File: src/rtl/irw_pkg.sv
package irw_pkg;

  localparam int ENT_W  = 64;
  localparam int B_DLV  = 12;
  localparam int B_RIRR = 14;
  localparam int B_TRIG = 15;
  localparam int B_MASK = 16;

  localparam logic [ENT_W-1:0] RO_MASK   = (64'd1 << B_DLV) | (64'd1 << B_RIRR);
  localparam logic [ENT_W-1:0] ENT_RESET = 64'd1 << B_MASK;

  typedef enum logic [1:0] {K_SELECT, K_WINDOW, K_EOI, K_NONE} kind_e;

  // overwrite the two status bits of an entry
  function automatic logic [ENT_W-1:0] apply_status(logic [ENT_W-1:0] e,
                                                    logic rirr, logic dlv);
    logic [ENT_W-1:0] r;
    r         = e;
    r[B_RIRR] = rirr;
    r[B_DLV]  = dlv;
    return r;
  endfunction

  // replace one 32-bit half, restore protected bits, apply edge rule
  function automatic logic [ENT_W-1:0] merge_half(logic [ENT_W-1:0] cur,
                                                  logic hi, logic [31:0] wd);
    logic [ENT_W-1:0] r;
    r = hi ? {wd, cur[31:0]} : {cur[63:32], wd};
    r = (r & ~RO_MASK) | (cur & RO_MASK);
    if (!r[B_TRIG]) r[B_RIRR] = 1'b0;
    return r;
  endfunction

  function automatic logic [31:0] version_word(logic [7:0] ver, int pins);
    logic [7:0] top_ent;
    top_ent = 8'(pins - 1);
    return {8'h00, top_ent, 8'h00, ver};
  endfunction

  function automatic logic [31:0] id_word(logic [7:0] id, int lsb);
    return 32'(id) << lsb;
  endfunction

endpackage

File: src/rtl/irw_decode.sv
module irw_decode
  import irw_pkg::*;
#(
  parameter int         PINS     = 24,
  parameter logic [7:0] SEL_OFS  = 8'h00,
  parameter logic [7:0] WIN_OFS  = 8'h10,
  parameter logic [7:0] EOI_OFS  = 8'h40,
  parameter logic [7:0] ENT_BASE = 8'h10,
  localparam int        IDX_W    = $clog2(PINS)
) (
  input  logic [7:0]       offset,
  input  logic [7:0]       sel,
  output kind_e            kind,
  output logic             win_is_id,
  output logic             win_is_ver,
  output logic             win_is_arb,
  output logic             win_is_entry,
  output logic             win_hi,
  output logic [IDX_W-1:0] win_idx
);

  logic [7:0] rel;

  always_comb begin
    if (offset == SEL_OFS)      kind = K_SELECT;
    else if (offset == WIN_OFS) kind = K_WINDOW;
    else if (offset == EOI_OFS) kind = K_EOI;
    else                        kind = K_NONE;
  end

  assign rel          = sel - ENT_BASE;
  assign win_is_id    = (sel == 8'h00);
  assign win_is_ver   = (sel == 8'h01);
  assign win_is_arb   = (sel == 8'h02);
  assign win_is_entry = (sel >= ENT_BASE) && ({1'b0, rel[7:1]} < 8'(PINS));
  assign win_hi       = rel[0];
  assign win_idx      = rel[IDX_W:1];

endmodule

File: src/rtl/irw_entry_bank.sv
module irw_entry_bank
  import irw_pkg::*;
#(
  parameter int  PINS  = 24,
  localparam int IDX_W = $clog2(PINS)
) (
  input  logic             clk,
  input  logic             rst_n,
  input  logic             wr_en,
  input  logic [IDX_W-1:0] wr_idx,
  input  logic             wr_hi,
  input  logic [31:0]      wr_data,
  input  logic             st_en,
  input  logic [IDX_W-1:0] st_idx,
  input  logic             st_rirr,
  input  logic             st_dlv,
  output logic [ENT_W-1:0] entries [PINS]
);

  for (genvar g = 0; g < PINS; g++) begin : g_ent
    logic [ENT_W-1:0] q;
    logic [ENT_W-1:0] cur;
    logic             wr_hit;

    assign cur    = (st_en && st_idx == IDX_W'(g)) ? apply_status(q, st_rirr, st_dlv) : q;
    assign wr_hit = wr_en && (wr_idx == IDX_W'(g));

    always_ff @(posedge clk) begin
      if (!rst_n)      q <= ENT_RESET;
      else if (wr_hit) q <= merge_half(cur, wr_hi, wr_data);
      else             q <= cur;
    end

    assign entries[g] = q;
  end

endmodule

File: src/rtl/irw_readmux.sv
module irw_readmux
  import irw_pkg::*;
#(
  parameter int         PINS    = 24,
  parameter logic [7:0] VERSION = 8'h20,
  parameter int         ID_W    = 4,
  parameter int         ID_LSB  = 24
) (
  input  kind_e            kind,
  input  logic [2:0]       size,
  input  logic [7:0]       sel,
  input  logic [ID_W-1:0]  id,
  input  logic             win_is_id,
  input  logic             win_is_ver,
  input  logic             win_is_arb,
  input  logic             win_is_entry,
  input  logic             win_hi,
  input  logic [ENT_W-1:0] win_entry,
  output logic [31:0]      rdata
);

  logic [31:0] win_word;

  always_comb begin
    if (win_is_id || win_is_arb) win_word = id_word(8'(id), ID_LSB);
    else if (win_is_ver)         win_word = version_word(VERSION, PINS);
    else if (win_is_entry)       win_word = win_hi ? win_entry[63:32] : win_entry[31:0];
    else                         win_word = 32'h0;
  end

  always_comb begin
    unique case (kind)
      K_SELECT: rdata = {24'h0, sel};
      K_WINDOW: rdata = (size == 3'd4) ? win_word : 32'h0;
      default:  rdata = 32'h0;
    endcase
  end

endmodule

File: src/rtl/irq_regwin.sv
module irq_regwin
  import irw_pkg::*;
#(
  parameter int         PINS     = 24,
  parameter logic [7:0] VERSION  = 8'h20,
  parameter int         ID_W     = 4,
  parameter int         ID_LSB   = 24,
  parameter logic [7:0] SEL_OFS  = 8'h00,
  parameter logic [7:0] WIN_OFS  = 8'h10,
  parameter logic [7:0] EOI_OFS  = 8'h40,
  parameter logic [7:0] ENT_BASE = 8'h10,
  localparam int        IDX_W    = $clog2(PINS)
) (
  input  logic             clk,
  input  logic             rst_n,
  input  logic             req_valid,
  input  logic             req_write,
  input  logic [7:0]       req_offset,
  input  logic [2:0]       req_size,
  input  logic [31:0]      req_wdata,
  output logic             rsp_valid,
  output logic [31:0]      rsp_rdata,
  input  logic             st_valid,
  input  logic [IDX_W-1:0] st_index,
  input  logic             st_remote_irr,
  input  logic             st_deliv,
  input  logic [IDX_W-1:0] eng_index,
  output logic [63:0]      eng_entry,
  output logic             ent_wr_stb,
  output logic [IDX_W-1:0] ent_wr_index,
  output logic             eoi_stb,
  output logic [7:0]       eoi_vector
);

  if (!(VERSION == 8'h11 || VERSION == 8'h20)) begin : g_bad_version
    $error("irq_regwin: VERSION must be 0x11 or 0x20");
  end

  logic [7:0]       sel_q;
  logic [ID_W-1:0]  id_q;
  kind_e            kind;
  logic             win_is_id, win_is_ver, win_is_arb, win_is_entry, win_hi;
  logic [IDX_W-1:0] win_idx;
  logic [ENT_W-1:0] entries [PINS];
  logic [ENT_W-1:0] win_entry;
  logic [ENT_W-1:0] stb_entry;
  logic [31:0]      rdata;

  // named events for the checker
  logic win_wr_ok;
  logic wr_fire;
  logic st_same;
  logic eoi_fire;

  irw_decode #(
    .PINS(PINS), .SEL_OFS(SEL_OFS), .WIN_OFS(WIN_OFS),
    .EOI_OFS(EOI_OFS), .ENT_BASE(ENT_BASE)
  ) u_dec (
    .offset(req_offset), .sel(sel_q), .kind(kind),
    .win_is_id(win_is_id), .win_is_ver(win_is_ver), .win_is_arb(win_is_arb),
    .win_is_entry(win_is_entry), .win_hi(win_hi), .win_idx(win_idx)
  );

  assign win_wr_ok = req_valid && req_write && (kind == K_WINDOW) && (req_size == 3'd4);
  assign wr_fire   = win_wr_ok && win_is_entry;
  assign st_same   = st_valid && (st_index == win_idx);
  assign eoi_fire  = req_valid && req_write && (kind == K_EOI) && (req_size == 3'd4)
                     && (VERSION == 8'h20);

  irw_entry_bank #(.PINS(PINS)) u_bank (
    .clk(clk), .rst_n(rst_n),
    .wr_en(wr_fire), .wr_idx(win_idx), .wr_hi(win_hi), .wr_data(req_wdata),
    .st_en(st_valid), .st_idx(st_index), .st_rirr(st_remote_irr), .st_dlv(st_deliv),
    .entries(entries)
  );

  assign win_entry = win_is_entry ? entries[win_idx] : '0;
  assign stb_entry = entries[ent_wr_index];
  assign eng_entry = ({1'b0, eng_index} < (IDX_W+1)'(PINS)) ? entries[eng_index] : '0;

  irw_readmux #(
    .PINS(PINS), .VERSION(VERSION), .ID_W(ID_W), .ID_LSB(ID_LSB)
  ) u_rmux (
    .kind(kind), .size(req_size), .sel(sel_q), .id(id_q),
    .win_is_id(win_is_id), .win_is_ver(win_is_ver), .win_is_arb(win_is_arb),
    .win_is_entry(win_is_entry), .win_hi(win_hi), .win_entry(win_entry),
    .rdata(rdata)
  );

  always_ff @(posedge clk) begin
    if (!rst_n) begin
      sel_q        <= 8'h00;
      id_q         <= '0;
      rsp_valid    <= 1'b0;
      rsp_rdata    <= 32'h0;
      ent_wr_stb   <= 1'b0;
      ent_wr_index <= '0;
      eoi_stb      <= 1'b0;
      eoi_vector   <= 8'h00;
    end else begin
      if (req_valid && req_write && kind == K_SELECT) sel_q <= req_wdata[7:0];
      if (win_wr_ok && win_is_id) id_q <= req_wdata[ID_LSB +: ID_W];
      rsp_valid  <= req_valid;
      rsp_rdata  <= (req_valid && !req_write) ? rdata : 32'h0;
      ent_wr_stb <= wr_fire;
      if (wr_fire) ent_wr_index <= win_idx;
      eoi_stb    <= eoi_fire;
      if (eoi_fire) eoi_vector <= req_wdata[7:0];
    end
  end

endmodule

File: config.mk
export PLATFORM = sky130hd
export DESIGN_NAME = irq_regwin
export DESIGN_NICKNAME = d
export VERILOG_FILES = /design/src/rtl/irw_pkg.sv /design/src/rtl/irw_decode.sv /design/src/rtl/irw_entry_bank.sv /design/src/rtl/irw_readmux.sv /design/src/rtl/irq_regwin.sv
export SDC_FILE = /design/constraint.sdc
export NUM_CORES = 2
export LEC_CHECK = 0
export BUFFER_PORTS_ARGS = -buffer_cell sky130_fd_sc_hd__buf_2
export CAP_MARGIN = 20
export CORE_MARGIN = 5
export CORE_UTILIZATION = 45
export CTS_BUF_LIST = sky130_fd_sc_hd__clkbuf_16
export DETAILED_ROUTE_END_ITERATION = 8
export HOLD_SLACK_MARGIN = 0.05
export SETUP_SLACK_MARGIN = 0.5
export SLEW_MARGIN = 20
export SYNTH_ARGS = -nofsm -noshare
export SYNTH_HDL_FRONTEND = slang
export SYNTH_SLANG_ARGS = --single-unit
File: constraint.sdc
create_clock -name clk -period 4.65 [get_ports clk]
set_input_delay 0.2325 -clock clk [delete_from_list [all_inputs] [get_ports clk]]
set_output_delay 0.2325 -clock clk [all_outputs]
set_load 0.005 [all_outputs]
# After elaboration in Yosys (flattened, before gate mapping)

Index checks and enable logic that the tools add are counted.
W data, S select, Z words.

Flip-flop bits (word level): 1596
Word-level logic and storage cells: 295

Add/sub/neg operators: 1
$lt $le $gt $ge: 5
Equality and inequality tests: 53
Muxes and demuxes: 112
Bitwise gates (word level): 26
Reduce and logical (&&, ||, !) cells: 66

Operators with widths:

| cell                  | number |
|---|---|
| $mux W64              | 53 |
| $or A64 B15 Y64       | 24 |
| $bmux W64 S5          | 2 |
| $mux W15              | 24 |
| $mux W32              | 5 |
| $eq A5 B4 Y1 const B  | 16 |
| $eq A5 B5 Y1 const B  | 16 |
| $pmux W32 S2          | 1 |
| $logic_and A1 B1 Y1   | 58 |
| $eq A5 B3 Y1 const B  | 8 |
| $mux W1               | 25 |
| $eq A5 B2 Y1 const B  | 4 |
| $logic_not A8 Y1      | 2 |
| $ge A6 B6 Y1 const B  | 2 |
| $not A5 Y6            | 2 |
| $eq A5 B1 Y1 const B  | 2 |
| $logic_not A5 Y1      | 2 |
| $eq A8 B1 Y1 const B  | 1 |
| $eq A8 B2 Y1 const B  | 1 |
| $eq A8 B5 Y1 const B  | 1 |
| $eq A8 B7 Y1 const B  | 1 |
| $ge A8 B5 Y1 const B  | 1 |
| $sub A8 B5 Y8 const B | 1 |
| $lt A7 B5 Y1 const B  | 1 |
| other kinds (9)       | 10 |

# Longest topological paths before layout

Word-level depth: 11
Depth in mapped cells: 14
Gate-level depth less buffers: 8

# Hierarchy

A second synthesis with hierarchy kept.

Cell total of the unflattened synthesis: 9615
Area, all modules: 89976.3 sq um

By module, submodules not included:

| module         | instances | cells each | area each (sq um) | seq. area each (sq um) |
|---|---|---|---|---|
| irw_entry_bank | 1         | 7257       | 62582.5           | 30749.5 |
| irq_regwin     | 1         | 2236       | 26511.7           | 1201.2 |
| irw_readmux    | 1         | 100        | 714.4             | 0.0 |
| irw_decode     | 1         | 22         | 167.7             | 0.0 |

# Worst setup path after synthesis

Ideal clock, no wire load.

Path kind: reg-to-reg
From: register sel_q[4]
To: register u_bank.g_ent[20].q[22]
Arrival: 3.347 ns
Required time: 4.580 ns
Slack: 1.232 ns
Stages on the path, launching flop included: 15
Path buffers: 6
Period minus slack after synthesis: 3.418 ns
Cells stage by stage: dfxtp_1 clkbuf_1 clkinv_1 clkbuf_1 clkbuf_1 ha_1 or2_2 o21ai_0 mux2_2 clkbuf_1 and4_1 clkbuf_1 clkbuf_1 nand2_1 a21oi_1

Word-level cells in the longest chain between the ends: 6

RTL lines:

| element                    | RTL line             | RTL |
|---|---|---|
| from (decl)                | irq_regwin.sv:39     | `logic [7:0] sel_q;` |
| from (signal assigned)     | irq_regwin.sv:101    | `if (req_valid && req_write && kind == K_SELECT) sel_q <= req_wdata[7:0];` |
| $sub A8 B5 Y8 *            | irw_decode.sv:31     | `assign rel = sel - ENT_BASE;` |
| named net u_bank.wr_idx[3] | irw_entry_bank.sv:10 | `input logic [IDX_W-1:0] wr_idx,` |
| $lt A7 B5 Y1               | irw_decode.sv:35     | `assign win_is_entry = (sel >= ENT_BASE) && ({1'b0, rel[7:1]} < 8'(PINS));` |
| $logic_and A1 B1 Y1        | irw_decode.sv:35     |  |
| $logic_and A1 B1 Y1        | irq_regwin.sv:65     | `assign wr_fire = win_wr_ok && win_is_entry;` |
| $logic_and A1 B1 Y1 *      | irw_entry_bank.sv:26 | `assign wr_hit = wr_en && (wr_idx == IDX_W'(g));` |
| $mux W64 *                 | irw_entry_bank.sv:30 | `else if (wr_hit) q <= merge_half(cur, wr_hi, wr_data);` |
| to (signal assigned)       | irw_entry_bank.sv:30 |  |
| to (signal assigned)       | irw_entry_bank.sv:31 | `else q <= cur;` |
| to (decl)                  | irw_entry_bank.sv:21 | `logic [ENT_W-1:0] q;` |

The timed path passes the listed nets; every way through them passes the cells marked *.
A chain may end at the register's enable or synchronous reset.

# Worst setup path after layout

From: register sel_q[2]
To: register rsp_rdata[3]

Word-level cells in the longest chain between the ends: 11

RTL lines:

| element                                      | RTL line          | RTL |
|---|---|---|
| $sub A8 B5 Y8                                | irw_decode.sv:31  |  |
| $not A5 Y6 (not written as such)             | irq_regwin.sv:77  | `assign win_entry = win_is_entry ? entries[win_idx] : '0;` |
| $bmux W64 S5                                 | irq_regwin.sv:77  |  |
| $mux W64 (not written as such) (2 in series) | irq_regwin.sv:77  |  |
| $mux W32 (2 in series)                       | irw_readmux.sv:27 | `else if (win_is_entry) win_word = win_hi ? win_entry[63:32] : win_entry[31:0];` |
| $mux W32                                     | irw_readmux.sv:26 | `else if (win_is_ver) win_word = version_word(VERSION, PINS);` |
| $mux W32 *                                   | irw_readmux.sv:25 | `if (win_is_id \|\| win_is_arb) win_word = id_word(8'(id), ID_LSB);` |
| $mux W32 *                                   | irw_readmux.sv:34 | `K_WINDOW: rdata = (size == 3'd4) ? win_word : 32'h0;` |
| $pmux W32 S2 *                               | irw_readmux.sv:32 | `unique case (kind)` |
| to (signal assigned)                         | irq_regwin.sv:104 | `rsp_rdata <= (req_valid && !req_write) ? rdata : 32'h0;` |
| to (decl)                                    | irq_regwin.sv:22  | `output logic [31:0] rsp_rdata,` |

Every way passes the cells marked *; elsewhere a longest branch is shown, timed or not. The select of a mux whose other input is x is not followed.

==> results.py <==
metrics = {
    "status": {
        "status": "finished clean",
    },
    "yosys": {
        "syn_nets": 8192,
        "yosysTopAreaCell": "dfxtp_1",
        "seq_area_frac_synth_pct": 39.4,
        "yosys-top-cells-count": "2335 x nand2_1, 1596 x dfxtp_1, 977 x mux2i_1, 830 x mux4_2, 804 x a21oi_1",
        "synth_cell_type_count": 60,
        "synth_top_flop_cell": "dfxtp_1",
        "synth_edf_count": 0,
        "syn-instance-count": 8130,
        "async_reset_ff_share_pct": 0,
        "synthTopCellsByArea": "dfxtp_1 39%, mux4_2 23%, mux2i_1 12%, nand2_1 11%, a21oi_1 5.0%",
        "synth_warnings": 0,
        "synth_area_sq_um": 81100,
        "yosysMostFrequentCell": "nand2_1",
        "ys_ff_latch": 1596,
        "postSynthAreaPerCell_sq_um": 9.97,
        "synth_top_area_share_pct": 39.4,
    },
    "worst_setup_path": {
        "rr_worst_depth": 6,
        "crit_path_max_fanout": 79,
        "rrSetupSlack_ns": 0.58,
        "crit_required_ns": 5.27,
        "start_kind": "flip-flop",
        "crit_type": "flip-flop to flip-flop",
        "crit_path_start": "sel_q[2]$_SDFFE_PN0P_",
        "timing.rr.start": "sel_q[2]$_SDFFE_PN0P_",
        "arrival_ns": 4.69,
        "endpoint_kind": "flip-flop",
    },
    "worst_hold_path": {
        "hold_depth": 4,
        "min_path_type": "primary input to flip-flop",
        "min_from": "req_wdata[1]",
    },
    "layout": {
        "design_area_sq_um": 90000,
        "drive_gt1_share_pct": 19.5,
        "final_nets": 7992,
        "final_util_pct": 50.3,
        "regArea_sq_um": 32000,
        "fin_cells": 10400,
        "multi_input_area_sq_um": 45500,
        "fill_cells": 16200,
        "area_growth_pct": 11.0,
    },
    "clocking": {
        "clk_pin_slew_ns": 0.06,
        "cts_sinks": 1596,
        "cts_tree": "built",
        "post_cts_buffers": 0,
        "cts_root_buf": "clkbuf_16",
        "clkLatencyLatePin_ns": 0.84,
        "cts_made_buffers": 174,
        "h-tree-depth": 4,
        "clockBufferDepth": 3,
    },
    "grt": {
        "grt_start_max_net_pins": 165,
        "grt.overflow.total": 0,
        "use_met2_pct": 50.6,
        "gr-usage-met3_pct": 8.27,
        "grt_use_total_pct": 33.8,
        "met1_usage_pct": 42.8,
        "antenna_found_initial": 25,
        "busiest_layer": "met2",
        "grt_pass1_vias": 64900,
        "grt_pass1_wl_microns": 466000,
    },
    "timing": {
        "clock_skew_ns": 0.0244,
        "period_share_pct": 87.5,
        "finalSetupTns_ns": 0,
        "hold_viol_final": 0,
        "fmax_ghz": 0.246,
        "slew_headroom_pct": 13.9,
        "worst_pin_slew_ns": 1.28,
        "rsz0062_at_grt": "no",
        "finalSetupViolations": 0,
        "timing.final.ws_setup_ns": 0.579,
        "slew_violations": 0,
        "final.min_clock_period_ns": 4.07,
    },
    "placed_design": {
        "placed_cells": 10100,
        "globalplace.congestion": 0.978,
        "post-dp-hpwl_microns": 211000,
        "portBuffers": 171,
        "placed_area_sq_um": 84000,
        "place_ws_ns": 0.745,
    },
    "routing": {
        "vias": 67700,
        "ant_nets": 0,
        "routedWlPerCell_microns": 31.3,
        "routed_via_density": 6.48,
        "wirelength_microns": 326000,
        "drtIter0Drc": 9259,
        "drt_pass1_iterations": 8,
        "drc": 0,
    },
    "floorplanning": {
        "die_y_microns": 434,
        "start_util_pct": 45.3,
        "core.rowCount": 155,
        "io_pins": 172,
        "die-area_sq_um": 189000,
        "die_w_microns": 434,
        "coreArea_sq_um": 179000,
    },
    "power_and_ir_drop": {
        "p_leak_nw": 34.8,
        "ir_worst_vdd_uv": 354,
        "power.density_nw_per_um2": 317,
    },
    "flow_run": {
        "maxCapViolCount": 0,
    },
}
[worst max-delay path, cell delays in order, from the launching register on]
cell,delay [ns]
dfxtp_4,1.04
buf_12,0.56
mux4_2,0.40
mux2i_1,0.84
o22ai_1,0.20
nor2_1,0.42
o21ai_0,0.33
[stage by stage]
step / power, mW / hold WS, ns
6_report: 28.6 / 0.155
5_1_grt: 29.2 / 0.119
4_1_cts: 28.6 / 0.0974
3_5_place_dp: 15.2 / 0.447
3_3_place_gp: 15.2 / 0.444
2_1_floorplan: 14.7 / 0.373
[cells by family after synthesis]
| logic type | Yosys count | share of synthesized area, % |
|---|---|---|
| simple gates | 2708 | 13.3 |
| mux | 1829 | 35.4 |
| flops | 1596 | 39.4 |
| compound gates | 1060 | 7.17 |
| buf+inv | 935 | 4.67 |
| fa+ha+maj | 2 | 0.0309 |
[placed cells by master (no fill, tap or decap), types with 24 or more instances in the layout]
master	instances
nand2_1	2325
dfxtp_1	1592
mux2i_1	977
mux4_2	830
a21oi_1	804
buf_4	228
clkbuf_16	175
buf_2	165
nor2_1	127
inv_1	109
o22ai_1	96
dlygate4sd3_1	54
nor3_1	51
clkinv_1	45
nand3_1	40
a211oi_1	37
buf_12	35
nand4_1	30
clkinv_2	30
o21ai_0	28
and4_1	24
nand3_2	24
[final timing paths]
path                                         end
max                      rsp_rdata[3]$_SDFF_PN0_
max reg2reg              rsp_rdata[3]$_SDFF_PN0_
min reg2reg  u_bank.g_ent[22].q[48]$_SDFFE_PN0P_
min          u_bank.g_ent[17].q[33]$_SDFFE_PN0P_
[sequential cells by signal (all words and copies together), names as in the netlist]
signal          flops
ent_wr_index        5
eoi_vector          8
id_q                4
rsp_valid           1
eoi_stb             1
rsp_rdata          32
u_bank.g_ent.q   1536
sel_q               8
ent_wr_stb          1
[layout make-up]
class | instances | share of cell area, %
antenna | 11 | 0.0306
clock buffer | 175 | 4.87
clock inverter | 143 | 1.16
inverter | 72 | 0.314
multi-input combinational | 5599 | 50.5
sequential | 1596 | 35.5
tap | 2355 | 3.27
timing repair buffer | 487 | 4.30
[power breakdown]
part	switching (mW)	internal (mW)	total (mW)
clock	6.05	7.50	13.6
combinational	0.996	0.331	1.33
sequential	0.00286	13.7	13.7
[metal layers]
layer | vias to the layer above | wire length [microns]
met3 | 1136 | 36700
met2 | 4318 | 141000
met4 | 12 | 29800
li1 | 28600 | -
met1 | 33600 | 119000
met5 | - | 86
[repair_timing]
| item | in CTS | in global routing |
|---|---|---|
| gates resized for setup | 0 | 0 |
| hold buffers | 54 | 0 |
| endpoints found under the hold margin | 771 | 0 |
Note: power is estimated with default switching activity, not from simulation.
